===== config.mk =====
export PLATFORM = sky130hd
export DESIGN_NAME = async_rx
export DESIGN_NICKNAME = d
export VERILOG_FILES = /design/src/rtl/async_rx_pkg.sv /design/src/rtl/async_rx_sync.sv /design/src/rtl/async_rx_frame.sv /design/src/rtl/async_rx_hold.sv /design/src/rtl/async_rx.sv
export SDC_FILE = /design/constraint.sdc
export NUM_CORES = 1
export LEC_CHECK = 0
export BUFFER_PORTS_ARGS = -buffer_cell sky130_fd_sc_hd__buf_2
export CORE_AREA = 2 2 83 85
export DETAILED_ROUTE_END_ITERATION = 8
export DIE_AREA = 0 0 85 87
export PLACE_DENSITY = 0.62
export SLEW_MARGIN = 20
export SYNTH_ARGS = -nofsm -noshare
export SYNTH_HDL_FRONTEND = slang
export SYNTH_SLANG_ARGS = --single-unit

===== constraint.sdc =====
create_clock -name clk_i -period 2 [get_ports clk_i]
set_clock_uncertainty 0.05 [all_clocks]
set_input_delay 0.3 -clock clk_i [delete_from_list [all_inputs] [get_ports clk_i]]
set_output_delay 0.3 -clock clk_i [all_outputs]
set_load 0.02 [all_outputs]

===== src/rtl/async_rx_pkg.sv =====
package async_rx_pkg;
  typedef enum logic [1:0] {
    PAR_OFF  = 2'b00,
    PAR_EVEN = 2'b01,
    PAR_ODD  = 2'b10,
    PAR_OFF2 = 2'b11
  } par_mode_e;

  typedef struct packed {
    logic frame_err;
    logic parity_err;
    logic brk;
  } rx_flags_t;
endpackage


===== src/rtl/async_rx_sync.sv =====
module async_rx_sync #(
  parameter int unsigned STAGES   = 2,
  parameter logic        RESET_LV = 1'b1
) (
  input  logic clk_i,
  input  logic rst_ni,
  input  logic d_i,
  output logic q_o
);
  logic [STAGES-1:0] ff_q;

  generate
    if (STAGES == 1) begin : g_one
      always_ff @(posedge clk_i or negedge rst_ni)
        if (!rst_ni) ff_q <= RESET_LV;
        else         ff_q <= d_i;
    end else begin : g_chain
      always_ff @(posedge clk_i or negedge rst_ni)
        if (!rst_ni) ff_q <= {STAGES{RESET_LV}};
        else         ff_q <= {ff_q[STAGES-2:0], d_i};
    end
  endgenerate

  assign q_o = ff_q[STAGES-1];
endmodule


===== src/rtl/async_rx_frame.sv =====
module async_rx_frame
  import async_rx_pkg::*;
#(
  parameter int unsigned DATA_W = 8,
  parameter int unsigned MIN_W  = 5,
  parameter int unsigned OSR    = 16,
  parameter int unsigned LEN_W  = 2
) (
  input  logic              clk_i,
  input  logic              rst_ni,
  input  logic              tick_i,
  input  logic              line_i,
  input  logic [LEN_W-1:0]  len_i,
  input  logic [1:0]        par_i,
  input  logic              two_stop_i,
  output logic              done_o,
  output logic [DATA_W-1:0] data_o,
  output rx_flags_t         flags_o
);
  localparam int unsigned CW = $clog2(OSR);
  localparam int unsigned BW = $clog2(DATA_W + 1);
  localparam logic [CW-1:0] MID  = CW'(OSR / 2 - 1);
  localparam logic [CW-1:0] LAST = CW'(OSR - 1);

  typedef enum logic [2:0] {S_IDLE, S_START, S_DATA, S_PAR, S_STOP, S_WAITHI} st_e;

  st_e              state;
  logic [CW-1:0]    cnt;
  logic [BW-1:0]    bitn;
  logic             stopn;
  logic [DATA_W-1:0] shreg;
  logic             par_acc;
  logic             all_zero;
  logic             stop_bad;

  logic [BW-1:0]    nbits;
  logic             par_en;
  logic             odd_mode;
  logic             smp;
  logic             bad_n;
  logic             az_n;
  logic             last_stop;
  logic [DATA_W-1:0] aligned;

  always_comb begin
    nbits     = BW'(MIN_W) + BW'(len_i);
    par_en    = (par_i == PAR_EVEN) || (par_i == PAR_ODD);
    odd_mode  = (par_i == PAR_ODD);
    smp       = tick_i && (cnt == LAST);
    bad_n     = stop_bad | ~line_i;
    az_n      = all_zero & ~line_i;
    last_stop = ~two_stop_i | stopn;
    aligned   = shreg >> (BW'(DATA_W) - nbits);
  end

  always_ff @(posedge clk_i or negedge rst_ni) begin
    if (!rst_ni) begin
      state    <= S_IDLE;
      cnt      <= '0;
      bitn     <= '0;
      stopn    <= 1'b0;
      shreg    <= '0;
      par_acc  <= 1'b0;
      all_zero <= 1'b1;
      stop_bad <= 1'b0;
      done_o   <= 1'b0;
      data_o   <= '0;
      flags_o  <= '0;
    end else begin
      done_o <= 1'b0;
      case (state)
        S_IDLE: begin
          if (tick_i && !line_i) begin
            state <= S_START;
            cnt   <= '0;
          end
        end
        S_START: begin
          if (tick_i) begin
            if (cnt == MID) begin
              cnt <= '0;
              if (!line_i) begin
                state    <= S_DATA;
                bitn     <= '0;
                stopn    <= 1'b0;
                par_acc  <= 1'b0;
                all_zero <= 1'b1;
                stop_bad <= 1'b0;
              end else begin
                state <= S_IDLE;
              end
            end else begin
              cnt <= cnt + 1'b1;
            end
          end
        end
        S_DATA: begin
          if (smp) begin
            cnt      <= '0;
            shreg    <= {line_i, shreg[DATA_W-1:1]};
            par_acc  <= par_acc ^ line_i;
            all_zero <= az_n;
            bitn     <= bitn + 1'b1;
            if (bitn == nbits - 1'b1) state <= par_en ? S_PAR : S_STOP;
          end else if (tick_i) begin
            cnt <= cnt + 1'b1;
          end
        end
        S_PAR: begin
          if (smp) begin
            cnt      <= '0;
            par_acc  <= par_acc ^ line_i;
            all_zero <= az_n;
            state    <= S_STOP;
          end else if (tick_i) begin
            cnt <= cnt + 1'b1;
          end
        end
        S_STOP: begin
          if (smp) begin
            cnt      <= '0;
            stop_bad <= bad_n;
            all_zero <= az_n;
            if (!last_stop) begin
              stopn <= 1'b1;
            end else begin
              done_o             <= 1'b1;
              data_o             <= az_n ? '0 : aligned;
              flags_o.frame_err  <= bad_n;
              flags_o.brk        <= az_n;
              flags_o.parity_err <= par_en & ~az_n & (par_acc ^ odd_mode);
              state              <= bad_n ? S_WAITHI : S_IDLE;
            end
          end else if (tick_i) begin
            cnt <= cnt + 1'b1;
          end
        end
        S_WAITHI: begin
          if (line_i) state <= S_IDLE;
        end
        default: state <= S_IDLE;
      endcase
    end
  end

  // parity off never yields a parity error
  a_r4_no_par_err_when_off: assert property (@(posedge clk_i) disable iff (!rst_ni)
    (done_o && !par_en) |-> !flags_o.parity_err);

  // stay parked while the line is low after a bad stop
  a_r7_wait_high: assert property (@(posedge clk_i) disable iff (!rst_ni)
    (state == S_WAITHI && !line_i) |=> (state == S_WAITHI));

  // a start rejected at mid-bit returns to idle
  a_r2_spurious_start: assert property (@(posedge clk_i) disable iff (!rst_ni)
    (state == S_START && tick_i && cnt == MID && line_i) |=> (state == S_IDLE));
endmodule


===== src/rtl/async_rx_hold.sv =====
module async_rx_hold
  import async_rx_pkg::*;
#(
  parameter int unsigned DATA_W = 8
) (
  input  logic              clk_i,
  input  logic              rst_ni,
  input  logic              done_i,
  input  logic [DATA_W-1:0] data_i,
  input  rx_flags_t         flags_i,
  input  logic              take_i,
  output logic              valid_o,
  output logic [DATA_W-1:0] data_o,
  output rx_flags_t         flags_o,
  output logic              overrun_o
);
  logic full;
  logic pend_ovr;
  logic free;

  assign free = ~full | take_i;

  always_ff @(posedge clk_i or negedge rst_ni) begin
    if (!rst_ni) begin
      full      <= 1'b0;
      pend_ovr  <= 1'b0;
      valid_o   <= 1'b0;
      data_o    <= '0;
      flags_o   <= '0;
      overrun_o <= 1'b0;
    end else begin
      valid_o <= 1'b0;
      if (done_i && free) begin
        full      <= 1'b1;
        valid_o   <= 1'b1;
        data_o    <= data_i;
        flags_o   <= flags_i;
        overrun_o <= pend_ovr;
        pend_ovr  <= 1'b0;
      end else if (done_i) begin
        pend_ovr <= 1'b1;
      end else if (take_i) begin
        full <= 1'b0;
      end
    end
  end

  // strobe lasts one cycle
  a_r9_one_cycle_strobe: assert property (@(posedge clk_i) disable iff (!rst_ni)
    valid_o |=> !valid_o);

  // held character stable between deliveries
  a_r9_hold_stable: assert property (@(posedge clk_i) disable iff (!rst_ni)
    !valid_o |-> $stable(data_o));

  // a lost character raises no strobe and keeps the held value
  a_r8_lost_no_strobe: assert property (@(posedge clk_i) disable iff (!rst_ni)
    (done_i && full && !take_i) |=> (!valid_o && $stable(data_o)));

  // break arrives as zero data with framing error and no parity error
  a_r6_break_form: assert property (@(posedge clk_i) disable iff (!rst_ni)
    (valid_o && flags_o.brk) |-> (flags_o.frame_err && !flags_o.parity_err && data_o == '0));
endmodule


===== src/rtl/async_rx.sv =====
module async_rx
  import async_rx_pkg::*;
#(
  parameter int unsigned DATA_W = 8,
  parameter int unsigned MIN_W  = 5,
  parameter int unsigned OSR    = 16,
  parameter int unsigned LEN_W  = $clog2(DATA_W - MIN_W + 1)
) (
  input  logic              clk_i,
  input  logic              rst_ni,
  input  logic              tick_i,
  input  logic              rxd_i,
  input  logic [LEN_W-1:0]  len_sel_i,
  input  logic [1:0]        par_sel_i,
  input  logic              two_stop_i,
  input  logic              take_i,
  output logic              valid_o,
  output logic [DATA_W-1:0] data_o,
  output logic              frame_err_o,
  output logic              parity_err_o,
  output logic              break_o,
  output logic              overrun_o
);
  logic              line_s;
  logic              done;
  logic [DATA_W-1:0] fr_data;
  rx_flags_t         fr_flags;
  rx_flags_t         hold_flags;

  async_rx_sync #(.STAGES(2), .RESET_LV(1'b1)) u_sync (
    .clk_i  (clk_i),
    .rst_ni (rst_ni),
    .d_i    (rxd_i),
    .q_o    (line_s)
  );

  async_rx_frame #(.DATA_W(DATA_W), .MIN_W(MIN_W), .OSR(OSR), .LEN_W(LEN_W)) u_frame (
    .clk_i      (clk_i),
    .rst_ni     (rst_ni),
    .tick_i     (tick_i),
    .line_i     (line_s),
    .len_i      (len_sel_i),
    .par_i      (par_sel_i),
    .two_stop_i (two_stop_i),
    .done_o     (done),
    .data_o     (fr_data),
    .flags_o    (fr_flags)
  );

  async_rx_hold #(.DATA_W(DATA_W)) u_hold (
    .clk_i     (clk_i),
    .rst_ni    (rst_ni),
    .done_i    (done),
    .data_i    (fr_data),
    .flags_i   (fr_flags),
    .take_i    (take_i),
    .valid_o   (valid_o),
    .data_o    (data_o),
    .flags_o   (hold_flags),
    .overrun_o (overrun_o)
  );

  assign frame_err_o  = hold_flags.frame_err;
  assign parity_err_o = hold_flags.parity_err;
  assign break_o      = hold_flags.brk;

  // bits above the configured length are zero
  a_r3_upper_zero: assert property (@(posedge clk_i) disable iff (!rst_ni)
    valid_o |-> ((data_o >> (MIN_W + 32'(len_sel_i))) == '0));
endmodule


==> results of run 1 <==
[what timing repair did]
action / CTS / global route
setup buffers: 0 / 1
hold buffers: 1 / 0
endpoints found under the setup margin: 0 / 9
hold endpoints to repair: 17 / 0
resized for setup: 0 / 5
[kinds of logic (layout without fill, tap and decap cells)]
group                      count (synthesis)  in the layout  share of synthesized area (%)
buffers and inverters                     20             57                          3.116
adders and majority gates                  5              5                          2.397
and+or+nand+nor                           96             96                          17.07
xor gates and xnor gates                   7              7                          3.068
muxes                                     23             23                          11.98
AOI/OAI and AO/OA                         48             48                          12.37
DFF                                       52             52                          50.00
[through the flow]
| step | cells | TNS, ps | instance area (um2) | total power [W] |
|---|---|---|---|---|
| 6_report | 368 | 0 | 3047 | 0.002868 |
| 3_5_place_dp | 358 | 0 | 2917 | 0.002233 |
| 4_1_cts | 367 | 0 | 3023 | 0.002870 |
| 3_3_place_gp | 358 | 0 | 2917 | 0.002216 |
| 5_1_grt | 368 | -6.132 | 3047 | 0.003083 |
| 2_1_floorplan | 251 | 0 | 2610 | 0.001944 |
[sequential cells by signal (all words and copies together) (netlist names), 2 cells and up]
signal	flops
u_hold.data_o	8
u_sync.ff_q	2
u_frame.cnt	4
u_frame.flags_o	3
u_frame.shreg	8
u_frame.state	3
u_frame.data_o	8
u_frame.bitn	4
u_hold.flags_o	3
[report_power, final]
part	switching, W	total (W)	internal (W)
Clock	0.000365	0.000623	0.000257
Sequential	0.000185	0.00134	0.00116
Combinational	0.000437	0.000901	0.000465
Total	0.000987	0.00287	0.00188
[Yosys cell counts, types with 2 or more instances]
| master | instances |
|---|---|
| sky130_fd_sc_hd__xor2_1 | 2 |
| sky130_fd_sc_hd__nor3b_1 | 2 |
| sky130_fd_sc_hd__buf_2 | 4 |
| sky130_fd_sc_hd__clkbuf_1 | 6 |
| sky130_fd_sc_hd__nor3_1 | 5 |
| sky130_fd_sc_hd__nand4_1 | 2 |
| sky130_fd_sc_hd__nand2_1 | 46 |
| sky130_fd_sc_hd__inv_1 | 6 |
| sky130_fd_sc_hd__a31oi_1 | 2 |
| sky130_fd_sc_hd__mux4_2 | 5 |
| sky130_fd_sc_hd__dfrtp_1 | 49 |
| sky130_fd_sc_hd__nor2_1 | 19 |
| sky130_fd_sc_hd__mux2i_1 | 5 |
| sky130_fd_sc_hd__mux2_2 | 12 |
| sky130_fd_sc_hd__o22ai_1 | 3 |
| sky130_fd_sc_hd__nand3_1 | 6 |
| sky130_fd_sc_hd__o211ai_1 | 2 |
| sky130_fd_sc_hd__dfstp_2 | 3 |
| sky130_fd_sc_hd__a22o_1 | 5 |
| sky130_fd_sc_hd__xnor2_1 | 4 |
| sky130_fd_sc_hd__o21ai_0 | 16 |
| sky130_fd_sc_hd__buf_1 | 3 |
| sky130_fd_sc_hd__ha_1 | 5 |
| sky130_fd_sc_hd__a22oi_1 | 3 |
| sky130_fd_sc_hd__a21o_1 | 4 |
| sky130_fd_sc_hd__nand2b_1 | 5 |
| sky130_fd_sc_hd__nor2b_1 | 5 |
| sky130_fd_sc_hd__a21oi_1 | 3 |
| sky130_fd_sc_hd__o21a_1 | 3 |
[routing by layer]
metal / vias up / wire, um / GRT usage, %
met5: - / 0 / 0
met4: 0 / 61 / 3.896
met3: 5 / 156 / 3.412
met2: 32 / 2330 / 24.01
met1: 919 / 2448 / 19.40
li1: 956 / - / -
[placed cells by master (no fill, tap or decap), types with 5 or more instances in the layout]
cell                       count
sky130_fd_sc_hd__nor3_1        5
sky130_fd_sc_hd__mux2_2       12
sky130_fd_sc_hd__clkbuf_8      5
sky130_fd_sc_hd__nand2_1      46
sky130_fd_sc_hd__inv_1         6
sky130_fd_sc_hd__nor2b_1       5
sky130_fd_sc_hd__mux4_2        5
sky130_fd_sc_hd__nor2_1       18
sky130_fd_sc_hd__mux2i_1       5
sky130_fd_sc_hd__dfrtp_1      48
sky130_fd_sc_hd__nand2b_1      5
sky130_fd_sc_hd__buf_2        22
sky130_fd_sc_hd__a22o_1        5
sky130_fd_sc_hd__buf_4        19
sky130_fd_sc_hd__nand3_1       6
sky130_fd_sc_hd__o21ai_0      16
[path summary, 6_finish.rpt]
check,from,end
max,u_frame.cnt[0]$_DFFE_PN0P_,u_frame.bitn[3]$_DFFE_PN0P_
min,rxd_i,u_sync.ff_q[0]$_DFF_PN1_
max reg2reg,u_frame.cnt[0]$_DFFE_PN0P_,u_frame.bitn[3]$_DFFE_PN0P_
min reg2reg,u_sync.ff_q[0]$_DFF_PN1_,u_sync.ff_q[1]$_DFF_PN1_
max in group asynchronous,rst_ni,u_frame.flags_o[1]$_DFFE_PN0P_
min in group asynchronous,rst_ni,u_frame.bitn[3]$_DFFE_PN0P_
[worst max-delay path, delay by kind of cell, from the launching register on]
kind	cells	cell delay, ps
flops	1	400
fa+ha+maj	1	250
xor+xnor	1	160
simple gates	4	550
buf+inv	2	390
[final cells by class]
type,instances,area [um2],area share [%]
Tap cell,80,100.1,3.285
Inverter,6,22.52,0.7392
Clock buffer,5,68.82,2.259
Clock inverter,3,27.53,0.9035
Timing Repair Buffer,43,282.8,9.281
Sequential cell,52,1306,42.87
Multi-Input combinational cell,179,1239,40.66
==> results, run 1 <==
- The ratio of cells with drive above 1 in the final layout is 27.78%.
- The signal on the critical path passes through ha_2 > nand4_1 > buf_4 > nor3_1 > buf_4 > nand4_1 > xor2_1 > nor2_1.
- The largest fanout on the critical path is 7.
- The number of antenna diodes in the final layout is 0.
- The detailed router placed 1,912 vias in this run.
- The most area-hungry cell type in the Yosys netlist is sky130_fd_sc_hd__dfrtp_1.
- The core footprint is 6569 um2.
- Counting I/O delays and the setup requirement, the final critical path takes 1878 ps.
- The number of nets still failing antenna checks after routing is 0.
- The highest achievable clock rate is 0.5324 GHz.
- The cell sitting at the root of the clock tree is a sky130_fd_sc_hd__clkbuf_8.
- The total of endpoints with negative setup slack in the final report is 0.
- The setup slack after placement is 14.53 ps.
- On the worst path, the slowest cell contributes a delay of 400 ps.
- The detailed-route DRC error count is 0.
- The share of flip-flops with an asynchronous set or reset after synthesis is 100.0%.
- The run finished with clean final reports.
- The via count of the first global-routing pass is 1,789.
- The element type at the critical path start is a flip-flop.
- The count of max-cap constraint violations is 0.
- The total routing usage reported by global routing is 14.56%.
- The area growth from synthesis to layout is 16.73%.
- The first detailed-routing pass took 4 iterations.
- The congestion estimate from routability-driven global placement came to 0.8357.
- Clock-pin slew was measured on the worst setup and hold paths at 100 ps.
- The share of Yosys cell area claimed by the top area cell type is 46.98%.
- After global routing the overflow that remains totals 0.
- The flip-flop and latch count after synthesis is 52.
- Setup repair after global routing could not meet its margin everywhere.
- Counting the fill cells in the layout gives 614.
- STA puts the critical path data arrival time at 2040 ps.
- The number of vias per cell after detailed routing is 5.196.
- In the synthesized netlist the dominant register cell turns out to be sky130_fd_sc_hd__dfrtp_1.
- In this run the deepest clock path goes through 2 buffers.
- The number of pins exceeding their max-slew limit in the final report was 0.
- The slowest stage of the critical path belongs to the cell sky130_fd_sc_hd__dfrtp_1.
- The total number of clock tree sinks is 52.
- Counting flops with a built-in enable in the synthesized netlist gives 0.
- The summed instance area of the synthesized netlist is 2610 um2.
- The worst-skew pair later-pin latency is 310 ps.
- In this run, distinct cell masters in the synthesized netlist total 45.
- The worst setup path is of the flip-flop to flip-flop kind.
- The initial antenna violation count came to 0.
- The tightest min-delay check is of the input port to flip-flop type.
- The net count of the finished layout is 302.
- The worst hold path cell count is 1.
- The average instance in the mapped netlist occupies 10.40 um2.
- The area of the die is 7395 um2.
- At the pin with the least slew margin, the transition time is 524.7 ps.
- In the post-synthesis netlist, the biggest area contributors are sky130_fd_sc_hd__dfrtp_1 (47%), sky130_fd_sc_hd__nand2_1 (6.6%), sky130_fd_sc_hd__mux2_2 (5.2%).
- The register-to-register path setup slack is 120 ps.
- The total of buffers placed on input and output ports is 22.
- The vertical die dimension is 87 um.
- The worst path uses 93.91% of the clock period.
- The number of H-tree levels is 2.
- The final count of hold timing violations is 0.
- Clock tree synthesis inserted a total of 5 buffers.
- VDD sags by at most 0.3247 mV.
- For this block, the routed nets add up to 4.995 mm of wire.
- The initialized floorplan defines 30 standard-cell rows.
- Synthesis produced a netlist with a net count of 266.
- In this run the power density over the cells is 941.2 nW/um2.
- The static power due to leakage is 1.477 nW.
- For the worst flop-to-flop path, the logic depth is 8.
- The post-detailed-placement half-perimeter wirelength is 3.672 mm.
- The worst hold slack is 32.89 ps.
- In this run the count of I/O pins placed on the die edge is 23.
- After the first detailed-routing iteration, the DRC count stood at 60.
- The die is 85 um wide.
- The first global-routing pass estimated 8.638 mm of wire.
- Cells fill 46.38% of the core in the end.
- The critical path data required time is 2160 ps.
- The post-route worst setup slack is 121.8 ps.
- The worst pin sits at a relative slew slack of 64.94%.
- The per-cell routed wire length is 13.57 um.
- The CTS tree is done.
- Yosys printed 0 warnings.
- The sequential cell area fraction in the yosys report is 50.00%.
- Entering global routing, the biggest net connects 33 pins.
- STA classifies the critical path endpoint as a flip-flop.
- The synthesized netlist cell count is 251.
- The initial utilization of the core area, before any placement, comes to 39.73%.
Note: power is estimated with default switching activity, not from simulation.
==> inputs of run 2 (changes only) <==
--- a/config.mk
+++ b/config.mk
@@ -6,9 +6,9 @@
 export NUM_CORES = 1
 export LEC_CHECK = 0
 export BUFFER_PORTS_ARGS = -buffer_cell sky130_fd_sc_hd__buf_2
-export CORE_AREA = 2 2 83 85
+export CORE_AREA = 5 5 86 88
 export DETAILED_ROUTE_END_ITERATION = 8
-export DIE_AREA = 0 0 85 87
+export DIE_AREA = 0 0 91 93
 export PLACE_DENSITY = 0.62
 export SLEW_MARGIN = 20
 export SYNTH_ARGS = -nofsm -noshare
==> run 2 against run 1 <==
Compared with the run above: final cell count grew 1.1%; first-iteration DRC count grew to 2.7 times the previous value; power increased by 1.3%; die area is 14% higher; final area is 0.74% higher; worst setup slack worse by 11 ps; critical path type unchanged; largest power group unchanged.
==> results, run 2 (synthesized netlist as in run 1, its figures left out) <==
- The global route total overflow was 0 (unchanged).
- The via count of the first global-routing pass is 1,886 (+5.4%).
- The clock edge transition at the registers on the reported setup and hold paths is 100 ps (about the same).
- The initial antenna violation count is 0 (unchanged).
- The per-cell routed wire length is 13.81 um (+1.8%).
- The number of diodes is 0 (unchanged).
- The element type at the critical path start is a flip-flop.
- The post-detailed-placement half-perimeter wirelength was 3.703 mm (+0.85%).
- The number of nets in the finished design is 306 (+1.3%).
- The detailed router's first-iteration violation count was 163 (+170%).
- The worst setup path is of the flip-flop to flip-flop kind.
- The static power due to leakage is 1.497 nW (+1.4%).
- The highest achievable clock rate is 0.5294 GHz (-0.56%).
- The register-to-register path setup slack is 110 ps (about the same).
- The worst register-to-register path begins at u_frame.cnt[0]$_DFFE_PN0P_.
- The number of standard cells in the layout, taps in and fillers out is 372 (+1.1%).
- The largest fanout on the critical path is 6 (-1).
- The top cell types in the final layout, fill and taps aside, are sky130_fd_sc_hd__dfrtp_1 (48), sky130_fd_sc_hd__nand2_1 (46), sky130_fd_sc_hd__buf_4 (23), sky130_fd_sc_hd__buf_2 (22), sky130_fd_sc_hd__nor2_1 (19).
- The number of buffers created by CTS is 5 (unchanged).
- The detailed-route DRC error count is 0 (unchanged).
- The area growth from synthesis to layout is 17.59%.
- The maximum resistive drop on vdd is 0.3509 mV (+8.1%).
- The number of vias per cell after detailed routing was 5.212 (+0.32%).
- The number of cells on the worst reg-to-reg path is 6 (-2).
- The starting utilization of the core area came to 39.73% (unchanged).
- The number of H-tree levels is 2 (unchanged).
- The placed cell count came to 360 (+0.56%).
- The worst min-delay path startpoint is rxd_i.
- The number of pins exceeding their max-slew limit in the final report came to 0 (unchanged).
- The number of filler instances in the final layout is 598 (-2.6%).
- The worst-skew pair later-pin latency came to 310 ps (about the same).
- The total number of clock tree sinks was 52 (unchanged).
- The sink of the worst hold path is u_sync.ff_q[0]$_DFF_PN1_.
- The transition time of the tightest slew-check pin is 500.0 ps (-24.66 ps).
- The die width is 91 um (+7.1%).
- The final weighted congestion of routability-driven global placement is 0.8072 (-3.4%).
- The worst setup path is captured at a flip-flop.
- The arrival time of the worst setup path was 2040 ps (about the same).
- The setup slack after placement is -6.259 ps (-20.78 ps).
- The routed via count is 1,939 (+1.4%).
- The worst hold path cell count is 1 (unchanged).
- CTS placed an instance of sky130_fd_sc_hd__clkbuf_8 at the clock tree root.
- The total of buffers placed on input and output ports is 22 (unchanged).
- The leading cell type in the layout, fill and taps excluded is sky130_fd_sc_hd__dfrtp_1.
- The final count of hold timing violations is 0 (unchanged).
- The minimum period implied by the final worst setup slack was 1889 ps (+10.54 ps).
- The deepest clock path buffer count is 2 (unchanged).
- The core footprint is 6569 um2 (unchanged).
- In this run the worst hold path is classified as input port to flip-flop.
- The total routing usage reported by global routing came to 12.99% (-1.6 points).
- The largest registers in the layout are u_frame.data_o x8, u_frame.shreg x8, u_hold.data_o x8.
- The total power is 0.002904 W (+1.3%).
- The run finished with clean final reports.
- The routed wire length was 5.138 mm (+2.9%).
- The number of nets still failing antenna checks after routing came to 0 (unchanged).
- TritonCTS built the clock tree.
- The share of the clock period used by the worst path is 94.44% (+0.53 points).
- The total of endpoints with negative setup slack in the final report came to 0 (unchanged).
- The vertical die dimension is 93 um (+6.9%).
- The critical path data required time is 2150 ps (about the same).
- The reg-to-reg critical path endpoint is u_frame.state[2]$_DFFE_PN0P_.
- The pin count of the biggest net entering global routing was 34 (+3.0%).
- The power per standard cell area is 946.1 nW/um2 (+0.52%).
- The post-route worst setup slack was 111.2 ps (-10.54 ps).
- Setup repair after global routing left no endpoint under its margin.
- The global-route wire length before repair was 9.121 mm (+5.6%).
- The ratio of cells with drive above 1 in the final layout is 28.08% (+0.30 points).
- The first-pass iteration count of the detailed router is 4 (unchanged).
- The remaining max-slew budget at the tightest pin was 66.59% (+1.6 points).
- The count of max-cap constraint violations is 0 (unchanged).
- The total I/O pin count is 23 (unchanged).
- The total number of placement rows was 30 (unchanged).
- The area of the die was 8463 um2 (+14%).
-- run 2: worst max-delay path by stage --
stage                                         endpoint  depth (start not counted)                        from  slack [ps]
after detailed placement  u_frame.state[2]$_DFFE_PN0P_                          7                len_sel_i[0]          -6
after global placement    u_frame.state[2]$_DFFE_PN0P_                          7                len_sel_i[0]          30
after CTS                 u_frame.state[2]$_DFFE_PN0P_                          6  u_frame.cnt[0]$_DFFE_PN0P_          30
after floorplan           u_frame.state[2]$_DFFE_PN0P_                          6                len_sel_i[0]         190
final                     u_frame.state[2]$_DFFE_PN0P_                          6  u_frame.cnt[0]$_DFFE_PN0P_         110
after global routing      u_frame.state[2]$_DFFE_PN0P_                          6  u_frame.cnt[0]$_DFFE_PN0P_          10
-- run 2: final cells by class --
class	instances	area [um2]	share of cell area, %
clock buffers	5	68.82	2.242
clock inverters	3	27.53	0.8969
inverters	6	22.52	0.7338
multi-input cells	179	1231	40.11
flip-flops and latches	52	1306	42.56
well taps	80	100.1	3.261
repair buffers	47	312.8	10.19
-- run 2: routing by layer --
metal	global-route usage (%)	vias up	wire length (um)
met3	2.977	4	240
li1	-	960	-
met5	0	-	0
met2	19.65	44	2337
met1	18.27	931	2497
met4	4.645	0	63
-- run 2: timing repair --
item                                   4_1_cts  5_1_grt
gates resized for setup                      0        3
buffers inserted                             0        3
hold buffers                                 1        0
setup endpoints to repair                    0        9
endpoints found under the hold margin       16        0
-- run 2: critical path: stages, from the launching register on --
cell and delay [ps]:
sky130_fd_sc_hd__dfrtp_1 410, sky130_fd_sc_hd__ha_2 240, sky130_fd_sc_hd__nand4_1 180, sky130_fd_sc_hd__a22oi_2 230, sky130_fd_sc_hd__o211ai_1 140, sky130_fd_sc_hd__nor2_1 210
sky130_fd_sc_hd__mux2_4 320
-- run 2: report_power, final --
| group | switching [W] | leakage (nW) | internal, W |
|---|---|---|---|
| Combinational | 0.000440 | 0.753 | 0.000488 |
| Clock | 0.000373 | 0.0463 | 0.000257 |
| Sequential | 0.000187 | 0.698 | 0.00116 |
| Total | 0.00100 | 1.50 | 0.00190 |
-- run 2: stage by stage --
stage	utilization (%)	area (um2)	hold slack [ps]	setup TNS, ps
floorplan	-	2610	-45.59	0
CTS	46.25	3038	19.18	0
finish	46.72	3069	31.29	0
global route	46.72	3069	12.78	0
detailed placement	44.63	2932	242.8	-6.259
global placement	44.63	2932	234.7	0
==> inputs of run 3 (changes only) <==
--- a/config.mk
+++ b/config.mk
@@ -10,7 +10,9 @@
 export DETAILED_ROUTE_END_ITERATION = 8
 export DIE_AREA = 0 0 91 93
 export PLACE_DENSITY = 0.62
+export SETUP_SLACK_MARGIN = 0.4
 export SLEW_MARGIN = 20
 export SYNTH_ARGS = -nofsm -noshare
 export SYNTH_HDL_FRONTEND = slang
 export SYNTH_SLANG_ARGS = --single-unit
+export TNS_END_PERCENT = 5
==> run 3 against run 2 <==
Compared with the run above: utilization rose by 1.2 points; wire length fell by 0.60%; power rose by 4.0%; hold slack improved by 4.6 ps; critical endpoint unchanged; largest power group unchanged.
==> results, run 3 (synthesized netlist as in run 1, its figures left out) <==
- The detailed-route DRC error count is 0 (unchanged).
- The classification of the worst setup path is flip-flop to flip-flop.
- Traced cell by cell, the critical path runs through ha_4 > nand4_1 > a22oi_1 > o211ai_1 > nor2_2 > mux2_4.
- The global route total overflow was 0 (unchanged).
- The total number of clock tree sinks is 52 (unchanged).
- The setup TNS is 0 ps (unchanged).
- The maximum resistive drop on vdd is 0.3750 mV (+6.9%).
- The core footprint is 6569 um2 (unchanged).
- Setup repair after global routing could not meet its margin everywhere.
- The die width is 91 um (unchanged).
- The transition time of the tightest slew-check pin is 500.9 ps (+0.8683 ps).
- The total of endpoints with negative setup slack in the final report is 0 (unchanged).
- The class of the tightest hold or removal check is input port to flip-flop.
- The via count of the first global-routing pass is 1,926 (+2.1%).
- The static power due to leakage is 1.529 nW (+2.1%).
- The ratio of cells with drive above 1 in the final layout is 31.31% (+3.2 points).
- The number of vias per cell after detailed routing is 5.122 (-1.7%).
- The uppermost metal layer occupied by signal nets is met4.
- The post-detailed-placement half-perimeter wirelength is 3.629 mm (-2.0%).
- The vertical die dimension is 93 um (unchanged).
- The largest fanout on the critical path is 4 (-2).
- Clock tree synthesis selected as its root buffer the cell sky130_fd_sc_hd__clkbuf_8.
- The final count of hold timing violations is 0 (unchanged).
- The sort of element at the end of the critical path is a flip-flop.
- The cell family contributing the most delay on the critical path is flip-flops.
- The number of buffers created by CTS is 5 (unchanged).
- The starting utilization of the core area is 39.73% (unchanged).
- The amount of wire on met2 after detailed routing came to 2.415 mm (+3.3%).
- The library cells used most frequently in the layout, excluding fill and tap cells, are sky130_fd_sc_hd__nand2_1 (46), sky130_fd_sc_hd__dfrtp_1 (46), sky130_fd_sc_hd__buf_4 (28), sky130_fd_sc_hd__buf_2 (22), sky130_fd_sc_hd__nor2_1 (18).
- The routed wire length is 5.107 mm (-0.60%).
- The number of nets in the finished design came to 311 (+1.6%).
- The minimum period implied by the final worst setup slack is 1764 ps (-124.5 ps).
- The global-route wire length before repair is 9.114 mm (about the same).
- The area of the die is 8463 um2 (unchanged).
- The post-route worst setup slack is 235.8 ps (+124.5 ps).
- The detailed router's first-iteration violation count is 79 (-52%).
- The per-cell routed wire length was 13.55 um (-1.9%).
- The total power is 0.003020 W (+4.0%).
- The total number of placement rows is 30 (unchanged).
- The deepest clock path buffer count is 2 (unchanged).
- The number of pins exceeding their max-slew limit in the final report was 0 (unchanged).
- The number of H-tree levels is 2 (unchanged).
- The power per standard cell area is 959.8 nW/um2 (+1.4%).
- The number of nets still failing antenna checks after routing is 0 (unchanged).
- The highest achievable clock rate is 0.5668 GHz (+7.1%).
- The setup slack after placement was -0.5005 ps (+5.759 ps).
- TritonCTS built the clock tree.
- The share of the clock period used by the worst path is 88.21% (-6.2 points).
- The total routing usage reported by global routing was 12.95% (-0.041 points).
- The pin count of the biggest net entering global routing is 53 (+56%).
- The remaining max-slew budget at the tightest pin is 66.53% (about the same).
- The critical path data required time is 2150 ps (about the same).
- The total of buffers placed on input and output ports is 22 (unchanged).
- The run finished with clean final reports.
- The clock edge transition at the registers on the reported setup and hold paths came to 100 ps (about the same).
- The peak per-stage delay on the critical path is 410 ps (about the same).
- The count of max-cap constraint violations is 0 (unchanged).
- The worst-skew pair later-pin latency was 310 ps (about the same).
- The total routed wire length on the met1 layer came to 2.494 mm (-0.12%).
- The final weighted congestion of routability-driven global placement was 0.8487 (+5.1%).
- The element type at the critical path start is a flip-flop.
- The arrival time of the worst setup path is 1910 ps (-130 ps).
- In the final layout, the registers with the most flip-flops are u_frame.data_o x8, u_frame.shreg x8, u_hold.data_o x8.
- The total I/O pin count was 23 (unchanged).
- The detailed-routed wire length on met3 is 153 um (-36%).
- Compared with the post-synthesis result, the final layout area differs by 20.57%.
- The initial antenna violation count is 0 (unchanged).
- The first-pass iteration count of the detailed router came to 4 (unchanged).
- The routed via count is 1,931 (-0.41%).
- The number of diodes is 0 (unchanged).
- The count of buffering cells on the critical path with inverters included is 0 (unchanged).
- The master of the slowest instance on the critical path is sky130_fd_sc_hd__dfrtp_1.
## run 3: layout make-up
cell class | count | area (um2)
multi-input cells | 179 | 1269
flip-flops and latches | 52 | 1309
inverters | 6 | 22.52
repair buffers | 52 | 350.3
clock inverters | 3 | 27.53
well taps | 80 | 100.1
fillers | 612 | 3422
clock buffers | 5 | 68.82
## run 3: report_power, final
part / internal [W] / total (W) / switching, W
combinational: 0.000573 / 0.00106 / 0.000486
sequential: 0.00116 / 0.00134 / 0.000176
clock: 0.000257 / 0.000623 / 0.000366
## run 3: worst paths after layout
check	start	end	slack [ps]	depth (start not counted)
worst max-delay path	u_frame.cnt[0]$_DFFE_PN0P_	u_frame.state[2]$_DFFE_PN0P_	240	6
worst min register to register	u_sync.ff_q[0]$_DFF_PN1_	u_sync.ff_q[1]$_DFF_PN1_	310	0
min in group asynchronous	rst_ni	u_frame.stopn$_DFFE_PN0P_	440	3
max in group asynchronous	rst_ni	u_frame.all_zero$_DFFE_PN1P_	1180	3
worst max register to register	u_frame.cnt[0]$_DFFE_PN0P_	u_frame.state[2]$_DFFE_PN0P_	240	6
worst min-delay path	rxd_i	u_sync.ff_q[0]$_DFF_PN1_	40	1
## run 3: metal layers
metal	vias up	global-route usage, %
met3	5	2.977
met4	0	2.567
met5	-	0
met2	30	21.21
met1	924	17.67
li1	972	-
## run 3: timing repair
action	in CTS	in global routing
pin swaps	5	2
hold buffers	1	0
setup endpoints to repair	23	23
hold endpoints to repair	49	0
buffers inserted	10	1
resized for setup	4	2
## run 3: stage by stage
step | instances | hold WS [ps] | cell area (um2) | util (%)
4_1_cts | 376 | 25.03 | 3132 | 47.68
6_report | 377 | 35.87 | 3147 | 47.90
5_1_grt | 377 | 16.00 | 3147 | 47.90
2_1_floorplan | 251 | -45.59 | 2640 | -
3_3_place_gp | 357 | 264.0 | 2939 | 44.74
3_5_place_dp | 357 | 266.4 | 2939 | 44.74
